`src/rtl/dlk_pkg.sv`:
```
package dlk_pkg;
  localparam int unsigned DLK_DIV_W  = 16;
  localparam int unsigned DLK_DIV_MIN = 2;
  localparam int unsigned DLK_NIB_W  = 4;
endpackage

```
`src/rtl/dlk_div_reg.sv`:
```
module dlk_div_reg #(
  parameter int unsigned DIV_W   = dlk_pkg::DLK_DIV_W,
  parameter int unsigned DIV_MIN = dlk_pkg::DLK_DIV_MIN
) (
  input  logic             clk,
  input  logic             rst,
  input  logic             cfg_we,
  input  logic [DIV_W-1:0] cfg_wdata,
  output logic [DIV_W-1:0] div_eff
);
  localparam logic [DIV_W-1:0] FLOOR = DIV_W'(DIV_MIN);

  logic [DIV_W-1:0] div_q;

  always_ff @(posedge clk) begin
    if (rst)
      div_q <= '1;
    else if (cfg_we)
      div_q <= (cfg_wdata < FLOOR) ? FLOOR : cfg_wdata;
  end

  assign div_eff = div_q;

  // a stored value is never below the floor
  a_r2_store_floor: assert property (@(posedge clk) disable iff (rst)
    cfg_we |=> (div_q >= FLOOR));
endmodule

```
`src/rtl/dlk_phase_gen.sv`:
```
module dlk_phase_gen #(
  parameter int unsigned DIV_W = dlk_pkg::DLK_DIV_W
) (
  input  logic             clk,
  input  logic             rst,
  input  logic             stby,
  input  logic [DIV_W-1:0] ratio_in,
  output logic             wrap,
  output logic             lclk,
  output logic             lclk_rise
);
  localparam int unsigned CW = DIV_W + 1;

  logic [DIV_W-1:0] cnt_q, cnt_n;
  logic [DIV_W-1:0] ratio_q, ratio_n;
  logic [CW-1:0]    low_n;
  logic             lclk_q, lclk_n, rise_q;

  // last cycle of the current period
  assign wrap = !stby && (cnt_q == (ratio_q - DIV_W'(1)));

  always_comb begin
    if (stby || wrap) begin
      cnt_n   = '0;
      ratio_n = ratio_in;
    end else begin
      cnt_n   = cnt_q + DIV_W'(1);
      ratio_n = ratio_q;
    end
    low_n  = ({1'b0, ratio_n} + CW'(1)) >> 1;
    lclk_n = !stby && ({1'b0, cnt_n} >= low_n);
  end

  always_ff @(posedge clk) begin
    if (rst) begin
      cnt_q   <= '0;
      ratio_q <= '1;
      lclk_q  <= 1'b0;
      rise_q  <= 1'b0;
    end else begin
      cnt_q   <= cnt_n;
      ratio_q <= ratio_n;
      lclk_q  <= lclk_n;
      rise_q  <= lclk_n && !lclk_q;
    end
  end

  assign lclk      = lclk_q;
  assign lclk_rise = rise_q;

  // the ratio in use never drops below two
  a_r2_ratio_floor: assert property (@(posedge clk) disable iff (rst)
    ratio_q >= DIV_W'(dlk_pkg::DLK_DIV_MIN));
  // the ratio only changes at a boundary or in standby
  a_r4_ratio_hold: assert property (@(posedge clk) disable iff (rst)
    (!stby && !wrap) |=> $stable(ratio_q));
  // standby holds the clock low with no strobe
  a_r5_stop_low: assert property (@(posedge clk) disable iff (rst)
    stby |=> (!lclk_q && !rise_q));
  // every period ends in its high phase
  a_r3_wrap_high: assert property (@(posedge clk) disable iff (rst)
    wrap |-> lclk_q);
endmodule

```
`src/rtl/dlk_launch.sv`:
```
module dlk_launch #(
  parameter int unsigned NIB_W = dlk_pkg::DLK_NIB_W
) (
  input  logic             clk,
  input  logic             rst,
  input  logic             wrap,
  input  logic             in_valid,
  output logic             in_ready,
  input  logic [NIB_W-1:0] in_data,
  input  logic             in_sync,
  output logic [NIB_W-1:0] out_data,
  output logic             out_sync
);
  logic [NIB_W-1:0] data_q;
  logic             sync_q;

  assign in_ready = wrap;

  always_ff @(posedge clk) begin
    if (rst) begin
      data_q <= '0;
      sync_q <= 1'b0;
    end else if (wrap) begin
      data_q <= in_valid ? in_data : '0;
      sync_q <= in_valid && in_sync;
    end
  end

  assign out_data = data_q;
  assign out_sync = sync_q;

  // launched values hold between period boundaries
  a_r6_hold_between: assert property (@(posedge clk) disable iff (rst)
    !wrap |=> ($stable(data_q) && $stable(sync_q)));
endmodule

```
`src/rtl/dlk_clk_gen.sv`:
```
module dlk_clk_gen #(
  parameter int unsigned DIV_W   = dlk_pkg::DLK_DIV_W,
  parameter int unsigned DIV_MIN = dlk_pkg::DLK_DIV_MIN,
  parameter int unsigned NIB_W   = dlk_pkg::DLK_NIB_W
) (
  input  logic             clk,
  input  logic             rst,
  input  logic             cfg_we,
  input  logic [DIV_W-1:0] cfg_wdata,
  input  logic             stby,
  input  logic             in_valid,
  output logic             in_ready,
  input  logic [NIB_W-1:0] in_data,
  input  logic             in_sync,
  output logic             lclk,
  output logic             lclk_rise,
  output logic [NIB_W-1:0] out_data,
  output logic             out_sync
);
  logic [DIV_W-1:0] div_eff;
  logic             wrap;

  dlk_div_reg #(.DIV_W(DIV_W), .DIV_MIN(DIV_MIN)) u_reg (
    .clk(clk), .rst(rst), .cfg_we(cfg_we), .cfg_wdata(cfg_wdata),
    .div_eff(div_eff)
  );

  dlk_phase_gen #(.DIV_W(DIV_W)) u_phase (
    .clk(clk), .rst(rst), .stby(stby), .ratio_in(div_eff),
    .wrap(wrap), .lclk(lclk), .lclk_rise(lclk_rise)
  );

  dlk_launch #(.NIB_W(NIB_W)) u_launch (
    .clk(clk), .rst(rst), .wrap(wrap), .in_valid(in_valid),
    .in_ready(in_ready), .in_data(in_data), .in_sync(in_sync),
    .out_data(out_data), .out_sync(out_sync)
  );

  // strobe marks exactly the rising edges
  a_r7_rise_marked: assert property (@(posedge clk) disable iff (rst)
    $rose(lclk) |-> lclk_rise);
  a_r7_rise_only: assert property (@(posedge clk) disable iff (rst)
    lclk_rise |-> $rose(lclk));
  // launched nibble changes only together with a falling edge
  a_r6_change_on_fall: assert property (@(posedge clk) disable iff (rst)
    !$stable(out_data) |-> $fell(lclk));
  // no stream handshake in standby
  a_r6_no_ready_stby: assert property (@(posedge clk) disable iff (rst)
    stby |-> !in_ready);
endmodule

```
`config.mk`:
```
export PLATFORM = sky130hd
export DESIGN_NAME = dlk_clk_gen
export DESIGN_NICKNAME = d
export VERILOG_FILES = /design/src/rtl/dlk_pkg.sv /design/src/rtl/dlk_div_reg.sv /design/src/rtl/dlk_phase_gen.sv /design/src/rtl/dlk_launch.sv /design/src/rtl/dlk_clk_gen.sv
export SDC_FILE = /design/constraint.sdc
export NUM_CORES = 1
export LEC_CHECK = 0
export ABC_AREA = 1
export BUFFER_PORTS_ARGS = -buffer_cell sky130_fd_sc_hd__buf_2
export CAP_MARGIN = 40
export CORE_ASPECT_RATIO = 0.9
export CORE_MARGIN = 2
export CORE_UTILIZATION = 51
export DETAILED_ROUTE_END_ITERATION = 8
export PLACE_DENSITY = 0.7
export SYNTH_ARGS = -nofsm -noshare
export SYNTH_HDL_FRONTEND = slang
export SYNTH_HIERARCHICAL = 1
export SYNTH_SLANG_ARGS = --single-unit
```
`constraint.sdc`:
```
create_clock -name clk -period 4.8 [get_ports clk]
set_clock_uncertainty 0.1 [all_clocks]
set_input_delay 0.24 -clock clk [delete_from_list [all_inputs] [get_ports clk]]
set_output_delay 0.24 -clock clk [all_outputs]
set_load 0.03 [all_outputs]
```
; Word level (Yosys, flattened, before mapping)
; Cells that the tools add are included.
[totals]
reg_bits = 55
input_bits = 26
output_inout_bits = 8
word_cells = 24
[op_classes]
addsub = 3
n_lt_le_gt_ge = 2
n_eq_ne = 1
mux = 4
n_reduce_logical = 7
[ops]
columns = operator, count
row1 = 2-to-1 mux 16 bit, 3
row2 = "adder 16 x 1 -> 17 bit, second input constant", 1
row3 = "adder 16 x 1 -> 16 bit, second input constant", 1
row4 = == test 16 bit, 1
row5 = greater-or-equal comparator 16 bit, 1
row6 = "less-than comparator 16 x 2 -> 1 bit, second input constant", 1
row7 = "subtractor 16 x 1 -> 16 bit, second input constant", 1
row8 = logical AND 1 bit, 4
row9 = 2-to-1 mux 4 bit, 1
row10 = zero test 1 bit, 2
row11 = logical OR 1 bit, 1

; Depth between registers and ports, before layout
; Gate-level depths: netlist (run 1).
[depth]
depth_word = 9
depth_mapped = 34

; By module
; Netlist (run 1), hierarchy kept.
[by_module_without_submodules]
columns = module, n_inst, cells_per_inst, area_each_um2, seq_area_each_um2
row1 = dlk_phase_gen, 1, 488, 3139.3, 680.7
row2 = dlk_div_reg, 1, 86, 633.1, 320.3
row3 = dlk_launch, 1, 22, 180.2, 100.1

; Worst setup path before layout (run 1)
; OpenSTA, ideal clock, no wires.
[synth_path]
path_kind = reg-to-reg
from = register u_phase.ratio_q[0]
to = register u_phase.rise_q, in the netlist u_phase/lclk_rise
setup_time_ps = 128
arrival_time_ps = 3377
path_slack_ps = 1195
path_stages_with_launch = 32
n_path_buf = 1
cell_sequence = dfxtp_1 > inv_1 > ha_1 > nand2_1 > nor2_2 > nand2_1 > or2_0 > nand2_1 > nor2_2 > nand2_1 > nor2_4 > nand2_4 > buf_6 > nand3_1 > nand2_1 > ha_1 > nand3_2 > nor2_4 > nand2_2 > nor2_2 > nand2_1 > nand2_1 > nand2_1 > ha_1 > a21oi_1 > o21ai_0 > a21oi_1 > nand3_1 > nand2_1 > inv_1 > nand2_1 > nor2_1
[synth_between]
elab_chain_cells = 9
word_cells_on_any_way = 10
cone_classes = add/sub (2) / order compare (1) / eq/ne (1) / mux (2) / reduce/logical (4)
[synth_lines]
columns = item, line
row1 = from (decl), dlk_phase_gen.sv:15  ; logic [DIV_W-1:0] ratio_q, ratio_n;
row2 = from (signal assigned), dlk_phase_gen.sv:42  ; ratio_q <= ratio_n;
row3 = subtractor 16 x 1 -> 16 bit, dlk_phase_gen.sv:20  ; assign wrap = !stby && (cnt_q == (ratio_q - DIV_W'(1)));
row4 = == test 16 bit, dlk_phase_gen.sv:20
row5 = logical AND 1 bit, dlk_phase_gen.sv:20
row6 = logical OR 1 bit, dlk_phase_gen.sv:23  ; if (stby || wrap) begin
row7 = 2-to-1 mux 16 bit (*), dlk_phase_gen.sv:23
row8 = named net u_phase.ratio_n[0], dlk_phase_gen.sv:15
row9 = adder 16 x 1 -> 17 bit (*), dlk_phase_gen.sv:30  ; low_n = ({1'b0, ratio_n} + CW'(1)) >> 1;
row10 = greater-or-equal comparator 16 bit (*), dlk_phase_gen.sv:31  ; lclk_n = !stby && ({1'b0, cnt_n} >= low_n);
row11 = logical AND 1 bit (*), dlk_phase_gen.sv:31
row12 = logical AND 1 bit (*), dlk_phase_gen.sv:44  ; rise_q <= lclk_n && !lclk_q;
row13 = to (signal assigned), dlk_phase_gen.sv:44
row14 = to (decl), dlk_phase_gen.sv:17  ; logic lclk_q, lclk_n, rise_q;
; The timed path passes the listed nets; every way through them passes the cells marked *.
; A chain may end at the register's enable or synchronous reset.

; Worst setup path in the final report (run 1)
; Same ends and word-level chain as after synthesis.

==> qor.yml, run 1 <==
worst_ep_required_time_ns: 4.96
path_common_cell: "nand2_1"
final_nets: 665
port_buffers: 33
layout-drive-gt1-share_pct: 14.81
wl_per_cell_um: 13.43
outcome: "finished clean"
place_area_um2: 4104
num_rows: 30
worst-setup-path-type: "register to register"
clkTransAtPathRegs_ns: 0.11
cts_buffers: 5
cts.sinks: 55
layout_commonest_cell: "nand2_1"
crit_arrival_ns: 4.49
placed_cells: 708
ys.flop_type: "dfxtp_1"
power_leakage_nw: 2.083
start_util_pct: 52.39
setup_tns_ns: 0
synth-seq-cells: 55
fillerInstances: 739
syn2layout_area_growth_pct: 7.154
synth-edff-count: 0
cts_root_buf: "clkbuf_8"
cp_slowest_cell: "dfxtp_1"
timing.hold.ws_ns: 0.04732
netlist_area_um2: 3953
synthArstFlopShare_pct: 0
wl_mm: 9.632
stdcell_area_um2: 4235
synth_cell_types: 39
final-hold-violation-count: 0
synth_top_area_share_pct: 27.86
final_cell_mix: "nand2_1, inv_1, nand3_1, dfxtp_1, nor2_1"
multi_input_area_um2: 2457
antennaDiodeCount: 0
ys_seq_area_share_pct: 27.86
finalCritPeriodShare_pct: 90.11
dp_hpwl_mm: 7.640
final_cells: 717
coreArea_um2: 7545
htreeDepth: 2
powerDensity_nw_per_um2: 233.0
grt_pass1_vias: 3480
drt_first_pass_iters: 4
syn_avg_cell_area_um2: 6.632
grt_max_degree: 53
die_h_um: 87.52
synthTopCellsByArea: "dfxtp_1, nand2_1, nand3_1"
clkLatencyLatePin_ns: 0.32
first_iter_violations: 222
drcViolationCount: 0
ioPinCount: 34
die_area_um2: 8471
cts_hold_buf: 0
synth_warnings: 6
critical_path.max_stage_delay_ns: 0.35
yosysTopAreaCell: "dfxtp_1"
irDropWorstVdd_uv: 149.3
gp_congestion: 0.9331
antenna_found_initial: 0
cts_tree: "done"
grt_usage_pct: 23.10
slew_headroom_pct: 38.21
antenna_left: 0
syn_nets: 641
crit_path_end_kind: "register"
chipWidth_um: 96.80
register_area_um2: 1101
hp-class: "primary input to register"
grt_first_pass_wirelength_mm: 15.93
cts_buffer_depth: 2
p_total_w: 0.0009867
drv_slew: 0
start_kind: "register"
critPathMaxFanout: 26
vias: 3762
drt-vias-per-instance: 5.247
rsz0062_at_grt: "no"
fmax_mhz: 231.2
syn-instance-count: 596
drv_cap: 0
fin_crit_ns: 4.325
overflow: 0
report.final.setup_viol: 0
tightest_slew_ns: 0.9258
## state kept, by name, indices dropped and copies added (netlist names)
signal,flops
u_phase/cnt_q,16
u_phase/lclk,1
u_launch/out_sync,1
u_launch/out_data,4
u_phase/ratio_q,16
u_phase/lclk_rise,1
u_reg/div_eff,16
## critical path, delay by kind of cell, from the launching register on
family	cells	cell delay (ns)
simple gates	25	2.76
fa+ha+maj	3	0.78
flops	1	0.35
buf+inv	3	0.28
## cells by family (layout without fill, tap and decap cells)
group | after synthesis | after routing | share of synthesized area [%]
and+or+nand+nor | 376 | 377 | 45.68
buffers and inverters | 90 | 114 | 10.38
DFF | 55 | 55 | 27.86
xor gates and xnor gates | 29 | 29 | 6.426
AOI/OAI and AO/OA | 27 | 27 | 3.641
adders and majority gates | 19 | 19 | 6.015
## report_power, final
group | leakage (nW) | switching, W | internal (W)
sequential | 0.451 | 0.0000155 | 0.000473
clock | 0.0548 | 0.000162 | 0.000157
combinational | 1.58 | 0.000118 | 0.0000611
total | 2.08 | 0.000296 | 0.000691
## cell type report
| cell class | instances | share of cell area, % |
|---|---|---|
| Tap cell | 96 | 2.836 |
| Multi-Input combinational cell | 452 | 58.02 |
| Clock buffer | 5 | 1.625 |
| Sequential cell | 55 | 26.00 |
| Clock inverter | 3 | 1.093 |
| Inverter | 73 | 6.529 |
| Timing Repair Buffer | 33 | 3.900 |
## layer usage
layer	wire length, um	track usage, %
met5	0	0
met4	216	8.451
met3	419	3.772
met2	4113	36.74
met1	4882	31.93
## Yosys cell counts (2+ instances only)
cell type	n
a21oi_1	16
buf_2	2
buf_6	5
clkbuf_1	7
clkinv_1	2
dfxtp_1	55
ha_1	19
inv_1	65
inv_2	5
nand2_1	175
nand2_2	10
nand2_4	3
nand3_1	59
nand3_2	5
nand3b_1	9
nand4_1	10
nor2_1	47
nor2_2	16
nor2_4	6
nor3_1	21
nor4_1	8
o21ai_0	6
o21ai_1	2
xnor2_1	10
xor2_1	19
## repair_timing
item | 4_1_cts | 5_1_grt
hold endpoints to repair | 0 | 0
gates resized for setup | 0 | 1
buffers inserted | 0 | 0
setup endpoints to repair | 0 | 2
## path summary, 6_finish.rpt
| path | from | endpoint | slack, ns | depth (start not counted) |
|---|---|---|---|---|
| hold reg to reg | u_phase/lclk | u_phase/lclk_rise | 0.35 | 1 |
| hold / removal | cfg_wdata[8] | u_reg/div_eff[8] | 0.05 | 3 |
| setup reg to reg | u_phase/ratio_q[0] | u_phase/lclk_rise | 0.47 | 31 |
| setup / recovery | u_phase/ratio_q[0] | u_phase/lclk_rise | 0.47 | 31 |
## through the flow
step           util (%)  setup WS (ns)
6_report          56.14         0.4749
5_1_grt           56.14        0.01823
4_1_cts           55.92         0.3461
3_5_place_dp      54.39         0.3641
3_3_place_gp      54.39         0.5027
2_1_floorplan         -          1.195
Power figures use the tool's default switching activity.
==> run 2: changes to the inputs <==
--- a/config.mk
+++ b/config.mk
@@ -8,11 +8,13 @@
 export ABC_AREA = 1
 export BUFFER_PORTS_ARGS = -buffer_cell sky130_fd_sc_hd__buf_2
 export CAP_MARGIN = 40
+export CELL_PAD_IN_SITES_DETAIL_PLACEMENT = 0
+export CELL_PAD_IN_SITES_GLOBAL_PLACEMENT = 1
 export CORE_ASPECT_RATIO = 0.9
 export CORE_MARGIN = 2
-export CORE_UTILIZATION = 51
+export CORE_UTILIZATION = 43
 export DETAILED_ROUTE_END_ITERATION = 8
-export PLACE_DENSITY = 0.7
+export PLACE_DENSITY_LB_ADDON = 0.1
 export SYNTH_ARGS = -nofsm -noshare
 export SYNTH_HDL_FRONTEND = slang
 export SYNTH_HIERARCHICAL = 1
==> qor.yml, run 2 (same netlist as run 1, synthesis figures left out) <==
crit_family: "simple AND/OR/NAND/NOR gates"
tightest_slew_ns: 0.9611
gp_congestion: 0.8763
layout-drive-gt1-share_pct: 14.93
final_cell_mix: "nand2_1, inv_1, nand3_1, dfxtp_1, nor2_1"
power_leakage_nw: 2.103
critPathBufInv: 2
setup_slack_ns: 0.4899
outcome: "finished clean"
start_kind: "register"
die_h_um: 94.96
finalCritPeriodShare_pct: 89.79
cts_buffers: 5
antennaDiodeCount: 0
cts_hold_buf: 0
cts_buffer_depth: 2
grt_usage_pct: 21.61
overflow: 0
crit_path_end_kind: "register"
fillerInstances: 964
rsz0062_at_grt: "no"
hp-class: "primary input to register"
wl_per_cell_um: 13.68
dp_hpwl_mm: 8.192
worst_ep_required_time_ns: 4.90
die_area_um2: 9976
critPathMaxFanout: 22
critical_path.max_stage_delay_ns: 0.39
port_buffers: 33
fin_crit_ns: 4.310
fmax_mhz: 232.0
chipWidth_um: 105.1
worst-setup-path-type: "register to register"
grt_first_pass_wirelength_mm: 17.18
vias: 3674
slew_headroom_pct: 35.86
ioPinCount: 34
cp_slowest_cell: "dfxtp_1"
cts_root_buf: "clkbuf_8"
postCtsSetupRepairBufs: 0
clkTransAtPathRegs_ns: 0.10
place_area_um2: 4151
clkLatencyLatePin_ns: 0.31
antenna_left: 0
setup_tns_ns: 0
cts.sinks: 55
syn2layout_area_growth_pct: 8.800
wl_mm: 10.19
stdcell_area_um2: 4300
drt-vias-per-instance: 4.932
irDropWorstVdd_uv: 173.8
start_util_pct: 43.71
htreeDepth: 2
path_common_cell: "nand2_1"
drcViolationCount: 0
layout_commonest_cell: "nand2_1"
placed_cells: 736
final-hold-violation-count: 0
coreArea_um2: 9042
grt_pass1_vias: 3589
crit_arrival_ns: 4.41
report.final.setup_viol: 0
final_nets: 667
cts_resized: 0
final_cells: 745
drt_first_pass_iters: 5
powerDensity_nw_per_um2: 239.3
drv_slew: 0
grt_max_degree: 32
first_iter_violations: 183
cts_tree: "done"
drv_cap: 0
num_rows: 33
antenna_found_initial: 0
dpl_worst_slack_ns: 0.4533
-- run 2: tightest hold or removal path, cell delays in order --
cell     delay (ns)
buf_2          0.09
nand2_1        0.05
nand3_1        0.06
-- run 2: layout make-up --
type / count / area [um^2] / share of cell area (%)
Clock buffer: 6 / 72.57 / 1.688
Tap cell: 122 / 152.6 / 3.550
Inverter: 73 / 276.5 / 6.430
Clock inverter: 2 / 60.06 / 1.397
Timing Repair Buffer: 35 / 180.2 / 4.190
Multi-Input combinational cell: 452 / 2457 / 57.14
Sequential cell: 55 / 1101 / 25.60
-- run 2: path summary, 6_finish.rpt --
| kind | cells after the start | slack [ns] | to | start |
|---|---|---|---|---|
| max | 28 | 0.49 | u_phase/lclk_rise | u_phase/ratio_q[0] |
| min | 3 | 0.06 | u_reg/div_eff[15] | cfg_wdata[15] |
| max reg2reg | 28 | 0.49 | u_phase/lclk_rise | u_phase/ratio_q[0] |
| min reg2reg | 1 | 0.32 | u_phase/lclk_rise | u_phase/lclk |
-- run 2: layer usage --
metal	GRT usage (%)	vias to the layer above	wire length (um)
met3	3.037	9	401
met4	4.444	0	116
li1	-	1959	-
met5	0	-	0
met2	38.20	58	4679
met1	28.26	1648	4991
-- run 2: power by group --
part	switching [W]	internal, W
logic	0.000118	0.0000620
registers	0.0000155	0.000473
clock network	0.000152	0.000209
total	0.000286	0.000743
-- run 2: per-stage QoR --
stage	total power (W)	util, %	hold slack, ns
floorplan	0.0006315	-	0.2091
global placement	0.0006760	45.91	0.2983
detailed placement	0.0006764	45.91	0.3066
CTS	0.001043	47.38	0.04649
global route	0.001091	47.56	0.04876
finish	0.001029	47.56	0.05641
==> run 3: changes to the inputs <==
--- a/config.mk
+++ b/config.mk
@@ -5,14 +5,13 @@
 export SDC_FILE = /design/constraint.sdc
 export NUM_CORES = 1
 export LEC_CHECK = 0
-export ABC_AREA = 1
+export ABC_CLOCK_PERIOD_IN_PS = 4800
 export BUFFER_PORTS_ARGS = -buffer_cell sky130_fd_sc_hd__buf_2
 export CAP_MARGIN = 40
 export CELL_PAD_IN_SITES_DETAIL_PLACEMENT = 0
 export CELL_PAD_IN_SITES_GLOBAL_PLACEMENT = 1
 export CORE_ASPECT_RATIO = 0.9
-export CORE_MARGIN = 2
-export CORE_UTILIZATION = 43
+export CORE_UTILIZATION = 45
 export DETAILED_ROUTE_END_ITERATION = 8
 export PLACE_DENSITY_LB_ADDON = 0.1
 export SYNTH_ARGS = -nofsm -noshare
==> qor.yml, run 3 <==
outcome: "finished clean"
vias: 3307
fin_util_pct: 53.53
critPathMaxFanout: 5
synth-edff-count: 0
die_area_um2: 8793
worst-setup-path-type: "register to register"
layout_commonest_cell: "nor2_1"
finalCritPeriodShare_pct: 94.87
tightest_slew_ns: 0.5924
synthTopCellsByArea: "dfxtp_1, xnor2_1, nor2_1"
synthArstFlopShare_pct: 0
wl_per_cell_um: 15.69
drt-vias-per-instance: 5.512
synthAdderAreaFrac_pct: 6.273
synth_top_area_share_pct: 29.05
final_cell_mix: "nor2_1, dfxtp_1, xnor2_1, buf_2, nand2_1"
fin_crit_ns: 4.554
crit_path_end_kind: "register"
grt_max_degree: 33
netlist_area_um2: 3790
cts.sinks: 55
synth-seq-cells: 55
start_util_pct: 46.75
syn-instance-count: 464
cts_hold_buf: 0
start_kind: "register"
synth.most_common_cell: "nor2_1"
place_area_um2: 4041
powerDensity_nw_per_um2: 243.5
synth_warnings: 6
ys.flop_type: "dfxtp_1"
htreeDepth: 2
clkLatencyLatePin_ns: 0.32
hold_path_end: "u_reg/div_eff[2]"
cts_buffers: 5
ys_seq_area_share_pct: 29.05
hp-class: "primary input to register"
r2r_setup_slack_ns: 0.25
yosys.area_share.xor_xnor_pct: 13.63
synth_cell_types: 54
cts_tree: "done"
layout-drive-gt1-share_pct: 20.56
grt_usage_pct: 22.01
chipWidth_um: 98.74
whs_path_depth: 2
stdcell_area_um2: 4339
drv_cap: 0
antenna_left: 0
crit_arrival_ns: 4.71
synth.area.mux_share_pct: 1.651
drt_first_pass_iters: 4
synth_top_family_by_area: "simple AND/OR/NAND/NOR gates"
worst_ep_required_time_ns: 4.95
antenna_found_initial: 0
final-hold-violation-count: 0
rr_endpoint: "u_phase/lclk_rise"
cts_root_buf: "clkbuf_8"
startpoint: "u_phase/ratio_q[3]"
rr_startpoint: "u_phase/ratio_q[3]"
first_iter_violations: 143
coreArea_um2: 8107
cts_buffer_depth: 2
syn_nets: 509
overflow: 0
syn_avg_cell_area_um2: 8.168
yosysTopAreaCell: "dfxtp_1"
report.final.setup_viol: 0
timing.hold.ws_ns: 0.04100
dp_hpwl_mm: 7.072
slew_headroom_pct: 60.36
fmax_mhz: 219.6
grt_first_pass_wirelength_mm: 15.17
clkTransAtPathRegs_ns: 0.10
port_buffers: 33
drv_slew: 0
setup_tns_ns: 0
final_nets: 545
ioPinCount: 34
power_leakage_nw: 1.831
drcViolationCount: 0
synth-compound-area-share_pct: 12.81
gp_congestion: 0.8616
die_h_um: 89.06
grt_pass1_vias: 2992
holdCritStartpoint: "cfg_wdata[2]"
irDropWorstVdd_uv: 112.8
ff2ff_path_depth: 21
wl_mm: 9.411
syn2layout_area_growth_pct: 14.49
synthTopCellsByCount: "nor2_1, dfxtp_1, xnor2_1"
num_rows: 31
antennaDiodeCount: 0
synthSimpleGateAreaFrac_pct: 31.23
-- run 3: worst max path at each step --
stage | to | slack, ns
after CTS | u_phase/lclk_rise | 0.06
final | u_phase/lclk_rise | 0.25
after global placement | u_phase/lclk_rise | 0.11
after floorplan | u_phase/lclk_rise | 0.1
after detailed placement | u_phase/lclk_rise | 0.02
after global routing | u_phase/lclk_rise | -0.03
-- run 3: power by group --
part	total (W)	internal, W	switching, W
Sequential	0.000497	0.000472	0.0000251
Clock	0.000336	0.000172	0.000164
Combinational	0.000224	0.000102	0.000122
-- run 3: layout make-up --
type / instances / area (um^2)
Multi-Input combinational cell: 374 / 2620
Clock inverter: 2 / 38.79
Inverter: 8 / 30.03
Fill cell: 777 / 3767
Tap cell: 99 / 123.9
Clock buffer: 6 / 82.58
Timing Repair Buffer: 56 / 337.8
Sequential cell: 55 / 1106
-- run 3: timing repair --
item / 4_1_cts / 5_1_grt
endpoints found under the setup margin: 1 / 2
pin swaps: 2 / 8
resized for setup: 1 / 26
setup buffers: 2 / 3
gates cloned: 0 / 0
-- run 3: stage by stage --
step / setup WS (ns) / instances / total power, W
global route: -0.03104 / 600 / 0.001121
detailed placement: 0.01814 / 587 / 0.0007217
finish: 0.2464 / 600 / 0.001057
floorplan: 0.09537 / 464 / 0.0006618
CTS: 0.06149 / 597 / 0.001063
global placement: 0.1097 / 587 / 0.0007195
-- run 3: critical path, cell delays in order, from the launching register on --
cell and delay, ns:
dfxtp_4 0.38, nor4_4 0.23, buf_4 0.18, buf_4 0.10, nand2_1 0.08, xnor2_2 0.16, nand4_1 0.17, nor4_4 0.39
a21oi_4 0.12, mux2_2 0.25, ha_2 0.20, nand2_1 0.05, or2_2 0.32, nor2_1 0.13, xnor2_1 0.13, o21ai_1 0.09
ha_1 0.31, nand4_1 0.07, o31a_1 0.30, or4_1 0.42, o32ai_2 0.14, nor2b_1 0.15
-- run 3: per-layer routing --
layer	track usage (%)	vias up	part of all wire (%)
met4	3.392	0	0.37
met3	3.284	2	3.6
met2	35.66	55	44
li1	-	1690	-
met5	0	-	0
met1	31.71	1560	52
-- run 3: logic make-up after synthesis --
logic type                 count (synthesis)
and+or+nand+nor                          219
AOI/OAI and AO/OA                         71
xor gates and xnor gates                  59
DFF                                       55
buffers and inverters                     35
adders and majority gates                 19
muxes                                      6
